==> src/rtl/bch2_pkg.sv <==
package bch2_pkg;

    localparam int GF_M    = 6;
    localparam int CW_LEN  = (1 << GF_M) - 1;
    localparam int MSG_LEN = 51;
    localparam int PAR_LEN = CW_LEN - MSG_LEN;
    localparam int IDX_W   = $clog2(CW_LEN);
    localparam logic [GF_M:0] FIELD_POLY = 7'b1000011;

    typedef logic [GF_M-1:0] gf_t;

    // locator polynomial, degree at most two
    typedef struct packed {
        gf_t c2;
        gf_t c1;
        gf_t c0;
    } poly2_t;

    typedef enum logic [2:0] {
        ST_IDLE,
        ST_SYND,
        ST_KEY1,
        ST_KEY2,
        ST_SRCH
    } dec_state_t;

    function automatic gf_t gf_mulx(input gf_t a);
        gf_t r;
        r = {a[GF_M-2:0], 1'b0};
        if (a[GF_M-1]) r = r ^ FIELD_POLY[GF_M-1:0];
        return r;
    endfunction

    function automatic gf_t gf_mul(input gf_t a, input gf_t b);
        gf_t p;
        p = '0;
        for (int k = GF_M - 1; k >= 0; k--) begin
            p = gf_mulx(p);
            if (b[k]) p = p ^ a;
        end
        return p;
    endfunction

    function automatic gf_t gf_pow(input int e);
        gf_t p;
        p = gf_t'(1);
        for (int k = 0; k < CW_LEN; k++) begin
            if (k < e) p = gf_mulx(p);
        end
        return p;
    endfunction

    function automatic logic [1:0] poly_deg(input poly2_t p);
        if (p.c2 != '0) return 2'd2;
        if (p.c1 != '0) return 2'd1;
        return 2'd0;
    endfunction

endpackage

==> src/rtl/bch2_syndrome.sv <==
module bch2_syndrome
    import bch2_pkg::*;
(
    input  logic [CW_LEN-1:0] word,
    output gf_t               s1,
    output gf_t               s3
);

    gf_t term1 [CW_LEN];
    gf_t term3 [CW_LEN];

    for (genvar i = 0; i < CW_LEN; i++) begin : g_pos
        localparam gf_t ROOT1 = gf_pow(i);
        localparam gf_t ROOT3 = gf_pow((3 * i) % CW_LEN);
        assign term1[i] = word[i] ? ROOT1 : '0;
        assign term3[i] = word[i] ? ROOT3 : '0;
    end

    always_comb begin
        s1 = '0;
        s3 = '0;
        for (int i = 0; i < CW_LEN; i++) begin
            s1 = s1 ^ term1[i];
            s3 = s3 ^ term3[i];
        end
    end

endmodule

==> src/rtl/bch2_berlekamp.sv <==
module bch2_berlekamp
    import bch2_pkg::*;
(
    input  logic   clk,
    input  logic   rst,
    input  logic   first,
    input  logic   second,
    input  gf_t    s1,
    input  gf_t    s3,
    output poly2_t lam_upd
);

    localparam poly2_t UNIT = '{c2: '0, c1: '0, c0: gf_t'(1)};

    poly2_t            lam_q, b_q;
    gf_t               gam_q;
    logic signed [3:0] k_q;

    poly2_t            src_lam, src_b, base, b_nxt;
    gf_t               src_gam, s2, disc, syn_a, syn_b, syn_c;
    logic signed [3:0] src_k, k_nxt;
    logic              taken;

    always_comb begin
        src_lam = first ? UNIT : lam_q;
        src_b   = first ? UNIT : b_q;
        src_gam = first ? gf_t'(1) : gam_q;
        src_k   = first ? 4'sd0 : k_q;
        s2      = gf_mul(s1, s1);
        syn_a   = first ? s1 : s3;
        syn_b   = first ? gf_t'(0) : s2;
        syn_c   = first ? gf_t'(0) : s1;

        disc = gf_mul(src_lam.c0, syn_a) ^ gf_mul(src_lam.c1, syn_b)
             ^ gf_mul(src_lam.c2, syn_c);

        // scaled update: gamma * lambda + disc * x * b
        lam_upd.c0 = gf_mul(src_gam, src_lam.c0);
        lam_upd.c1 = gf_mul(src_gam, src_lam.c1) ^ gf_mul(disc, src_b.c0);
        lam_upd.c2 = gf_mul(src_gam, src_lam.c2) ^ gf_mul(disc, src_b.c1);

        taken = (disc != '0) && (src_k >= 0);
        base  = taken ? src_lam : src_b;
        b_nxt = '{c2: base.c1, c1: base.c0, c0: '0};
        k_nxt = taken ? (-src_k - 4'sd1) : (src_k + 4'sd1);
    end

    always_ff @(posedge clk) begin
        if (rst) begin
            lam_q <= UNIT;
            b_q   <= UNIT;
            gam_q <= gf_t'(1);
            k_q   <= 4'sd0;
        end else if (first || second) begin
            lam_q <= lam_upd;
            b_q   <= b_nxt;
            gam_q <= taken ? disc : src_gam;
            k_q   <= k_nxt;
        end
    end

endmodule

==> src/rtl/bch2_chien.sv <==
module bch2_chien
    import bch2_pkg::*;
(
    input  logic              clk,
    input  logic              rst,
    input  logic              load,
    input  logic              step,
    input  poly2_t            lam_in,
    output logic              last,
    output logic [CW_LEN-1:0] mask_fin,
    output logic [1:0]        cnt_fin
);

    localparam gf_t STEP1 = gf_pow(CW_LEN - 1);
    localparam gf_t STEP2 = gf_pow(CW_LEN - 2);

    gf_t               l0_q, t1_q, t2_q;
    logic [IDX_W-1:0]  idx_q;
    logic [CW_LEN-1:0] mask_q;
    logic [1:0]        cnt_q;
    logic              hit;

    always_comb begin
        hit      = (l0_q ^ t1_q ^ t2_q) == '0;
        mask_fin = mask_q | ({{(CW_LEN-1){1'b0}}, hit} << idx_q);
        cnt_fin  = cnt_q + {1'b0, hit};
        last     = idx_q == IDX_W'(CW_LEN - 1);
    end

    always_ff @(posedge clk) begin
        if (rst) begin
            l0_q   <= '0;
            t1_q   <= '0;
            t2_q   <= '0;
            idx_q  <= '0;
            mask_q <= '0;
            cnt_q  <= '0;
        end else if (load) begin
            l0_q   <= lam_in.c0;
            t1_q   <= lam_in.c1;
            t2_q   <= lam_in.c2;
            idx_q  <= '0;
            mask_q <= '0;
            cnt_q  <= '0;
        end else if (step) begin
            t1_q   <= gf_mul(t1_q, STEP1);
            t2_q   <= gf_mul(t2_q, STEP2);
            idx_q  <= idx_q + 1'b1;
            mask_q <= mask_fin;
            cnt_q  <= cnt_fin;
        end
    end

endmodule

==> src/rtl/bch2_decoder.sv <==
module bch2_decoder
    import bch2_pkg::*;
(
    input  logic               clk,
    input  logic               rst,
    input  logic               in_valid,
    output logic               in_ready,
    input  logic [CW_LEN-1:0]  in_word,
    output logic               out_done,
    output logic [MSG_LEN-1:0] out_msg,
    output logic [1:0]         out_nerr,
    output logic               out_fail
);

    dec_state_t        state_q;
    logic [CW_LEN-1:0] word_q;
    gf_t               s1_c, s3_c, s1_q, s3_q;
    poly2_t            lam_upd;
    logic [1:0]        deg_q;
    logic              last;
    logic [CW_LEN-1:0] mask_fin;
    logic [1:0]        cnt_fin;
    logic [CW_LEN-1:0] fixed;
    logic              bad;

    bch2_syndrome u_syn (
        .word (word_q),
        .s1   (s1_c),
        .s3   (s3_c)
    );

    bch2_berlekamp u_bm (
        .clk     (clk),
        .rst     (rst),
        .first   (state_q == ST_KEY1 && (s1_q != '0 || s3_q != '0)),
        .second  (state_q == ST_KEY2),
        .s1      (s1_q),
        .s3      (s3_q),
        .lam_upd (lam_upd)
    );

    bch2_chien u_chien (
        .clk      (clk),
        .rst      (rst),
        .load     (state_q == ST_KEY2),
        .step     (state_q == ST_SRCH),
        .lam_in   (lam_upd),
        .last     (last),
        .mask_fin (mask_fin),
        .cnt_fin  (cnt_fin)
    );

    assign in_ready = state_q == ST_IDLE;
    assign fixed    = word_q ^ mask_fin;
    assign bad      = cnt_fin != deg_q;

    always_ff @(posedge clk) begin
        if (rst) begin
            state_q  <= ST_IDLE;
            word_q   <= '0;
            s1_q     <= '0;
            s3_q     <= '0;
            deg_q    <= '0;
            out_done <= 1'b0;
            out_msg  <= '0;
            out_nerr <= '0;
            out_fail <= 1'b0;
        end else begin
            out_done <= 1'b0;
            unique case (state_q)
                ST_IDLE: begin
                    if (in_valid) begin
                        word_q  <= in_word;
                        state_q <= ST_SYND;
                    end
                end
                ST_SYND: begin
                    s1_q    <= s1_c;
                    s3_q    <= s3_c;
                    state_q <= ST_KEY1;
                end
                ST_KEY1: begin
                    if (s1_q == '0 && s3_q == '0) begin
                        out_done <= 1'b1;
                        out_msg  <= word_q[CW_LEN-1:PAR_LEN];
                        out_nerr <= '0;
                        out_fail <= 1'b0;
                        state_q  <= ST_IDLE;
                    end else begin
                        state_q <= ST_KEY2;
                    end
                end
                ST_KEY2: begin
                    deg_q   <= poly_deg(lam_upd);
                    state_q <= ST_SRCH;
                end
                ST_SRCH: begin
                    if (last) begin
                        out_done <= 1'b1;
                        out_fail <= bad;
                        out_nerr <= bad ? 2'd0 : deg_q;
                        out_msg  <= bad ? word_q[CW_LEN-1:PAR_LEN]
                                        : fixed[CW_LEN-1:PAR_LEN];
                        state_q  <= ST_IDLE;
                    end
                end
                default: state_q <= ST_IDLE;
            endcase
        end
    end

endmodule

==> config.mk <==
export PLATFORM = sky130hd
export DESIGN_NAME = bch2_decoder
export DESIGN_NICKNAME = d
export VERILOG_FILES = /design/src/rtl/bch2_pkg.sv /design/src/rtl/bch2_syndrome.sv /design/src/rtl/bch2_berlekamp.sv /design/src/rtl/bch2_chien.sv /design/src/rtl/bch2_decoder.sv
export SDC_FILE = /design/constraint.sdc
export NUM_CORES = 1
export LEC_CHECK = 0
export CORE_MARGIN = 2
export CORE_UTILIZATION = 40
export CTS_CLUSTER_DIAMETER = 60
export DETAILED_ROUTE_END_ITERATION = 10
export DONT_BUFFER_PORTS = 1
export GPL_TIMING_DRIVEN = 0
export PLACE_DENSITY = 0.53
export SYNTH_ARGS = -nofsm -noshare
export SYNTH_HDL_FRONTEND = slang
export SYNTH_SLANG_ARGS = --single-unit
==> constraint.sdc <==
create_clock -name clk -period 5.3 [get_ports clk]
set_input_delay 0 -clock clk [delete_from_list [all_inputs] [get_ports clk]]
set_output_delay 0 -clock clk [all_outputs]
set_load 0.02 [all_outputs]
# Yosys cells after proc, flatten, opt, wreduce, memory -nomap -nowiden
# Cells that the tools add are included.
# Widths: inputs -> output; s select.
# totals
out_inout_bits,56
ff_bits,259
# op_classes
n_reduce_logical,20
add_sub_neg,5
n_shift,1
n_eq_ne,9
order_cmp,1
muxes,316
bitwise_logic,235
# op_table
op,n
$xor 6x6->6,178
$mux 6,158
$mux 5,34
$mux 51,3
$mux 2,68
$not 2->2,55
$pmux 51 s2,1
$mux 4,22
$or 63x63->63,1
$shl 1x6->63,1
$xor 63x63->63,1
$reduce_bool 6->1,5
$mux 3,9
$mux 12,2
$logic_not 6->1,3
$mux 18,1
$pmux 3 s5,1
$mux 1,14
$add 6x1->6 const B,1
$eq 3x2->1 const B,2
$eq 6x6->1 const B,1
$add 4x2->4 const B,1
$ge 4x1->1 const B,1
$ne 2x2->1 const B,2
16 further kinds,22

# Depth between registers and ports, before layout
# logic_depth
word_depth,76
depth_mapped,19

# By module
# Synthesis repeated with hierarchy kept, for this count alone.
# unflattened
hier_cells,2086
hier_area_um2,17823.3
# modules_own_cells
mod,seq_area_each_um2,cells_per_inst,instances,area_each_um2
bch2_decoder,2702.6,662,1,6058.3
bch2_berlekamp,700.7,813,1,5684.2
bch2_chien,1781.7,440,1,4197.8
bch2_syndrome,0.0,171,1,1883.1

# Worst setup path before layout
# No wires, ideal clock.
# synth_path
kind,flip-flop to flip-flop
startpoint,reg s1_q[0]
endpoint,reg deg_q[0]
setup_slack_ns,0.945
stages_incl_launch_ff,19
required_time_ns,5.230
setup_ns,0.070
arrival_time_ns,4.284
path_cell_list,dfxtp_1 > buf_4 > clkinv_1 > ha_1 > and3b_1 > o21ai_1 > xnor2_2 > xnor3_1 > nand2_1 > xnor2_2 > xor3_2 > nand2_1 > xnor2_1 > xnor2_1 > xnor3_1 > o31ai_1 > a41oi_1 > or4_1 > a21oi_1
# synth_between
elab_chain_cells,52
word_cells_on_any_way,193
classes_between,mux (104); bitwise (84); reduce/logical (5)
# synth_rtl
item,line,rtl
"start, declared",bch2_decoder.sv:17,"gf_t s1_c, s3_c, s1_q, s3_q;"
"start signal, assigned",bch2_decoder.sv:61,s1_q <= '0;
"start signal, assigned",bch2_decoder.sv:78,s1_q <= s1_c;
$mux 6,bch2_pkg.sv:39,if (b[k]) p = p ^ a;
$not 2->2 (no source line),-,
$mux 2,bch2_pkg.sv:30,if (a[GF_M-1]) r = r ^ FIELD_POLY[GF_M-1:0];
$xor 6x6->6,bch2_pkg.sv:39,
$mux 6,bch2_pkg.sv:39,
$xor 6x6->6,bch2_pkg.sv:39,
$mux 6,bch2_pkg.sv:39,
$xor 6x6->6,bch2_pkg.sv:39,
(+35 left out),-,
$mux 6,bch2_pkg.sv:39,
$xor 6x6->6,bch2_berlekamp.sv:39,"lam_upd.c1 = gf_mul(src_gam, src_lam.c1) ^ gf_mul(disc, src_b.c0);"
$reduce_bool 6->1,bch2_pkg.sv:55,if (p.c1 != '0) return 2'd1;
$mux 1 (2 in a row),bch2_pkg.sv:55,
$mux 1,bch2_decoder.sv:70,unique case (state_q)
$mux 1,bch2_decoder.sv:58,if (rst) begin
$mux 2,bch2_pkg.sv:56,return 2'd0;
$mux 2 *,bch2_pkg.sv:55,
"end signal, assigned",bch2_decoder.sv:94,deg_q <= poly_deg(lam_upd);
"end, declared",bch2_decoder.sv:19,logic [1:0] deg_q;
# Every way passes the cells marked *; elsewhere a longest branch is shown, timed or not. The select of a mux whose other input is x is not followed.
# A chain may end at the register's enable or synchronous reset.

# Worst setup path after layout
# layout_path
startpoint,reg s3_q[5]
endpoint,reg deg_q[0]
# layout_between
elab_chain_cells,42
word_cells_on_any_way,172
classes_between,mux (93); bitwise (74); reduce/logical (5)
# layout_rtl
item,line,rtl
"start, declared",bch2_decoder.sv:17,
"start signal, assigned",bch2_decoder.sv:62,s3_q <= '0;
"start signal, assigned",bch2_decoder.sv:79,s3_q <= s3_c;
$reduce_bool 6->1,bch2_decoder.sv:35,".first (state_q == ST_KEY1 && (s1_q != '0 || s3_q != '0)),"
$logic_or 1x1->1,bch2_decoder.sv:35,
$logic_and 1x1->1,bch2_decoder.sv:35,
"$mux 18, or another cell as far along",bch2_berlekamp.sv:25,src_lam = first ? UNIT : lam_q;
$mux 6,bch2_pkg.sv:39,
$xor 6x6->6 / $mux 2 (equally long branches),"bch2_pkg.sv:39, bch2_pkg.sv:30",
$mux 6 / $xor 6x6->6 (equally long branches),bch2_pkg.sv:39,
"$xor 6x6->6, or another cell as far along",bch2_pkg.sv:39,
(+25 left out),-,
$mux 6,bch2_pkg.sv:39,
$xor 6x6->6,bch2_berlekamp.sv:39,
$reduce_bool 6->1,bch2_pkg.sv:55,
$mux 1 (2 in a row),bch2_pkg.sv:55,
$mux 1,bch2_decoder.sv:70,
$mux 1,bch2_decoder.sv:58,
$mux 2,bch2_pkg.sv:56,
$mux 2 *,bch2_pkg.sv:55,
# Marked as above.

==> summary.md <==
| Metric | Value |
|---|---|
| Clk sink count | `247` |
| DR iter-0 viols | `1,062` |
| CP max stage delay | `0.60 ns` |
| Top cells by area, synth | `dfxtp_1 (31%), xnor2_1 (18%), nand2_1 (9.4%)` |
| Vias in the first global route | `14,228` |
| Nets | `2,252` |
| VDD IR max | `0.000316 V` |
| Total gr overflow | `0` |
| Reg clk slew, reported paths | `0.06 ns` |
| CTS tree | `done` |
| Commonest cells in the netlist | `nand2_1 (396), xnor2_1 (331), dfxtp_1 (247)` |
| Detail Route Antenna Nets | `0` |
| Finish-stage setup viols | `0` |
| Slew HR | `10.5%` |
| # DRC | `0` |
| Maxcap violations | `0` |
| Total GRT Usage | `27.8%` |
| Fmax | `201 MHz` |
| IO Port Bufs | `0` |
| Initial antenna violation count | `2` |
| Root Buffer | `clkbuf_16` |
| H-tree levels | `1` |
| GPL Wtd Cong | `0.918` |
| Avg WL per Cell | `21.4 µm` |
| Dpl ws | `-0.118 ns` |
| Vias | `14,836` |
| First-pass GRT wire length | `88.3 mm` |
| Area leader, netlist | `dfxtp_1` |
| Clk_lat worst skew | `0.59 ns` |
| DRT Wirelength | `58.4 mm` |
| Area Growth Syn to Fin | `15.2%` |
| Ys Warns | `0` |
| Primary FF master, synth | `dfxtp_1` |
| Share of the synthesized area in the top cell type | `31.1%` |
| Syn_nets | `2,148` |
| Seq cells post-synth | `247` |
| Sequential fraction of the synthesis area | `31.1%` |
| FFs w/ async S/R, synth | `0%` |
| Syn_area_per_cell | `7.65 µm²` |
| DR pass1 iterations | `7` |
| Synth unique cells | `66` |
| DIE HEIGHT | `203 µm` |
| Minimum clock period after layout | `4.98 ns` |
| DIE AREA | `41,300 µm²` |
| Cell count after synthesis | `2,077` |
| Post-Syn Area | `15,900 µm²` |
| Worst path slowest cell | `or4_1` |
| Hpwl dp | `44.1 mm` |
| RSZ-0062 raised after global routing | `false` |
| Width of the die | `203 µm` |
| Detail-routed via count per cell | `5.45` |
| Max Transition Viols Final | `0` |
| Final Cell Area | `18,300 µm²` |
| Pwr Density | `473 nW/µm²` |
| Endpoint type of the worst setup path | `flop` |
| Post-route setup TNS | `0 ns` |
| Worst slew pin tran | `1.34 ns` |
| EDFF count, synth | `0` |
| Arrival time at the worst endpoint | `5.48 ns` |
| CP Max Fanout | `8` |
| Startpoint Class | `flop` |
| TritonCTS Buffers | `31` |
| Placed Area | `16,500 µm²` |
| # IOs | `122` |
| Status | `finished clean` |
| Layout cells sized above 1 | `5.08%` |
| Power Total | `8.65 mW` |
| Final Skew | `0.0156 ns` |
| Final Hold Fails | `0` |
| CORE AREA | `38,900 µm²` |
| WP data required | `5.81 ns` |
| Most common cell in the synthesized netlist | `nand2_1` |
| Setup WS post-layout | `0.323 ns` |
| Tcrit/Tclk final | `93.9%` |
| Static Leak | `5.91 nW` |
| FP Rows | `72` |
| Clk buf depth | `3` |
| Initial Util | `40.8%` |
| Fin Hold WS | `0.106 ns` |
| Worst min-delay path category | `in -> reg` |
| Largest net degree at the start of global routing | `16` |
| Critical path class | `reg -> reg` |
| Crit-path cells | `clkbuf_1, nor4_1, and3_1, nor2_1, nor2_1, xnor3_2, xnor3_2, nand2_1, xnor2_1, xnor2_1, xnor3_1, o31ai_1, a41oi_1, or4_1, a21oi_1` |
-- timing repair --
item	in CTS	in global routing
hold buffers	63	0
endpoints found under the hold margin	63	0
buffers inserted	0	8
resized for setup	2	12
endpoints found under the setup margin	6	8
gates cloned	0	1
pin swaps	0	3
-- final timing paths --
kind | end | cells past startpoint | slack [ns] | start
worst max-delay path | deg_q[0] | 15 | 0.32 | s3_q[5]
worst min-delay path | word_q[62] | 3 | 0.11 | in_valid
worst max register to register | deg_q[0] | 15 | 0.32 | s3_q[5]
worst min register to register | u_chien.mask_q[57] | 2 | 0.47 | u_chien.mask_q[57]
-- flip-flops by register name, indices dropped and copies added (netlist names) --
| register | flops |
|---|---|
| out_nerr | 2 |
| u_chien.idx_q | 6 |
| out_done | 1 |
| out_msg | 51 |
| u_chien.mask_q | 51 |
| u_bm.lam_q | 18 |
| u_chien.l0_q | 6 |
| word_q | 63 |
| out_fail | 1 |
| deg_q | 2 |
| s3_q | 6 |
| u_chien.t2_q | 6 |
| s1_q | 6 |
| u_chien.t1_q | 6 |
| u_bm.b_q | 7 |
| u_bm.gam_q | 6 |
| u_chien.cnt_q | 2 |
| u_bm.k_q | 4 |
| state_q | 3 |
-- layout by cell type, fill, tap and decap left out, drive strengths merged, types with 4 or more instances in the layout --
cell	instances
and3b	7
a22oi	21
buf	35
nand2b	10
o21ai	74
a21oi	193
xor2	85
mux2	6
nand3	16
a31oi	10
a32oi	4
xnor2	339
clkinv	6
nor2b	7
a311oi	53
xnor3	15
nor2	183
nor3b	8
o211ai	6
a21boi	4
dfxtp	247
and2	8
nand2	396
ha	5
inv	11
a221oi	7
nor3	39
mux2i	8
and3	11
or3	60
clkbuf	204
a211oi	21
nor4	5
dlygate4sd3	63
-- through the flow --
| step | utilization (%) | instances |
|---|---|---|
| after global placement | 42.5 | 2595 |
| after floorplan | - | 2077 |
| final | 47.0 | 2723 |
| after global routing | 47.0 | 2722 |
| after detailed placement | 42.5 | 2595 |
| after CTS | 46.6 | 2712 |
-- cell families after synthesis --
| family | synth area share, % |
|---|---|
| flops | 31.1 |
| compound gates | 15.8 |
| fa+ha+maj | 0.394 |
| buf+inv | 4.84 |
| mux | 0.929 |
| simple gates | 20.9 |
| xor+xnor | 25.9 |
-- metal layers --
metal / part of all wire [%] / track usage [%] / wire length [µm] / vias to the layer above
li1: - / - / - / 7161
met1: 41 / 34.1 / 24200 / 7095
met2: 48 / 48.1 / 27900 / 452
met3: 6.8 / 5.32 / 3990 / 126
met4: 4.0 / 10.6 / 2340 / 2
met5: 0.026 / 0 / 15 / -
-- worst max-delay path: cells and delay by family (launching register included) --
family | cells | cell delay, ns
DFF | 1 | 0.29
and+or+nand+nor | 6 | 2.03
buffers and inverters | 1 | 0.22
AOI/OAI and AO/OA | 3 | 0.51
xor gates and xnor gates | 5 | 1.84
-- power breakdown --
part / switching (mW) / internal, mW / total [mW]
sequential: 0.294 / 2.07 / 2.36
combinational: 2.50 / 1.76 / 4.26
clock: 0.854 / 1.17 / 2.03
total: 3.65 / 5.00 / 8.65
-- final cells by class --
cell class | instances | area (µm²)
buffer | 188 | 736
sequential | 247 | 4940
multi-input combinational | 1634 | 10300
antenna | 2 | 5.00
tap | 518 | 648
inverter | 8 | 33.8
fill | 4045 | 20600
clock inverter | 12 | 86.3
timing repair buffer | 71 | 691
clock buffer | 43 | 891
Power figures use the tool's default switching activity.
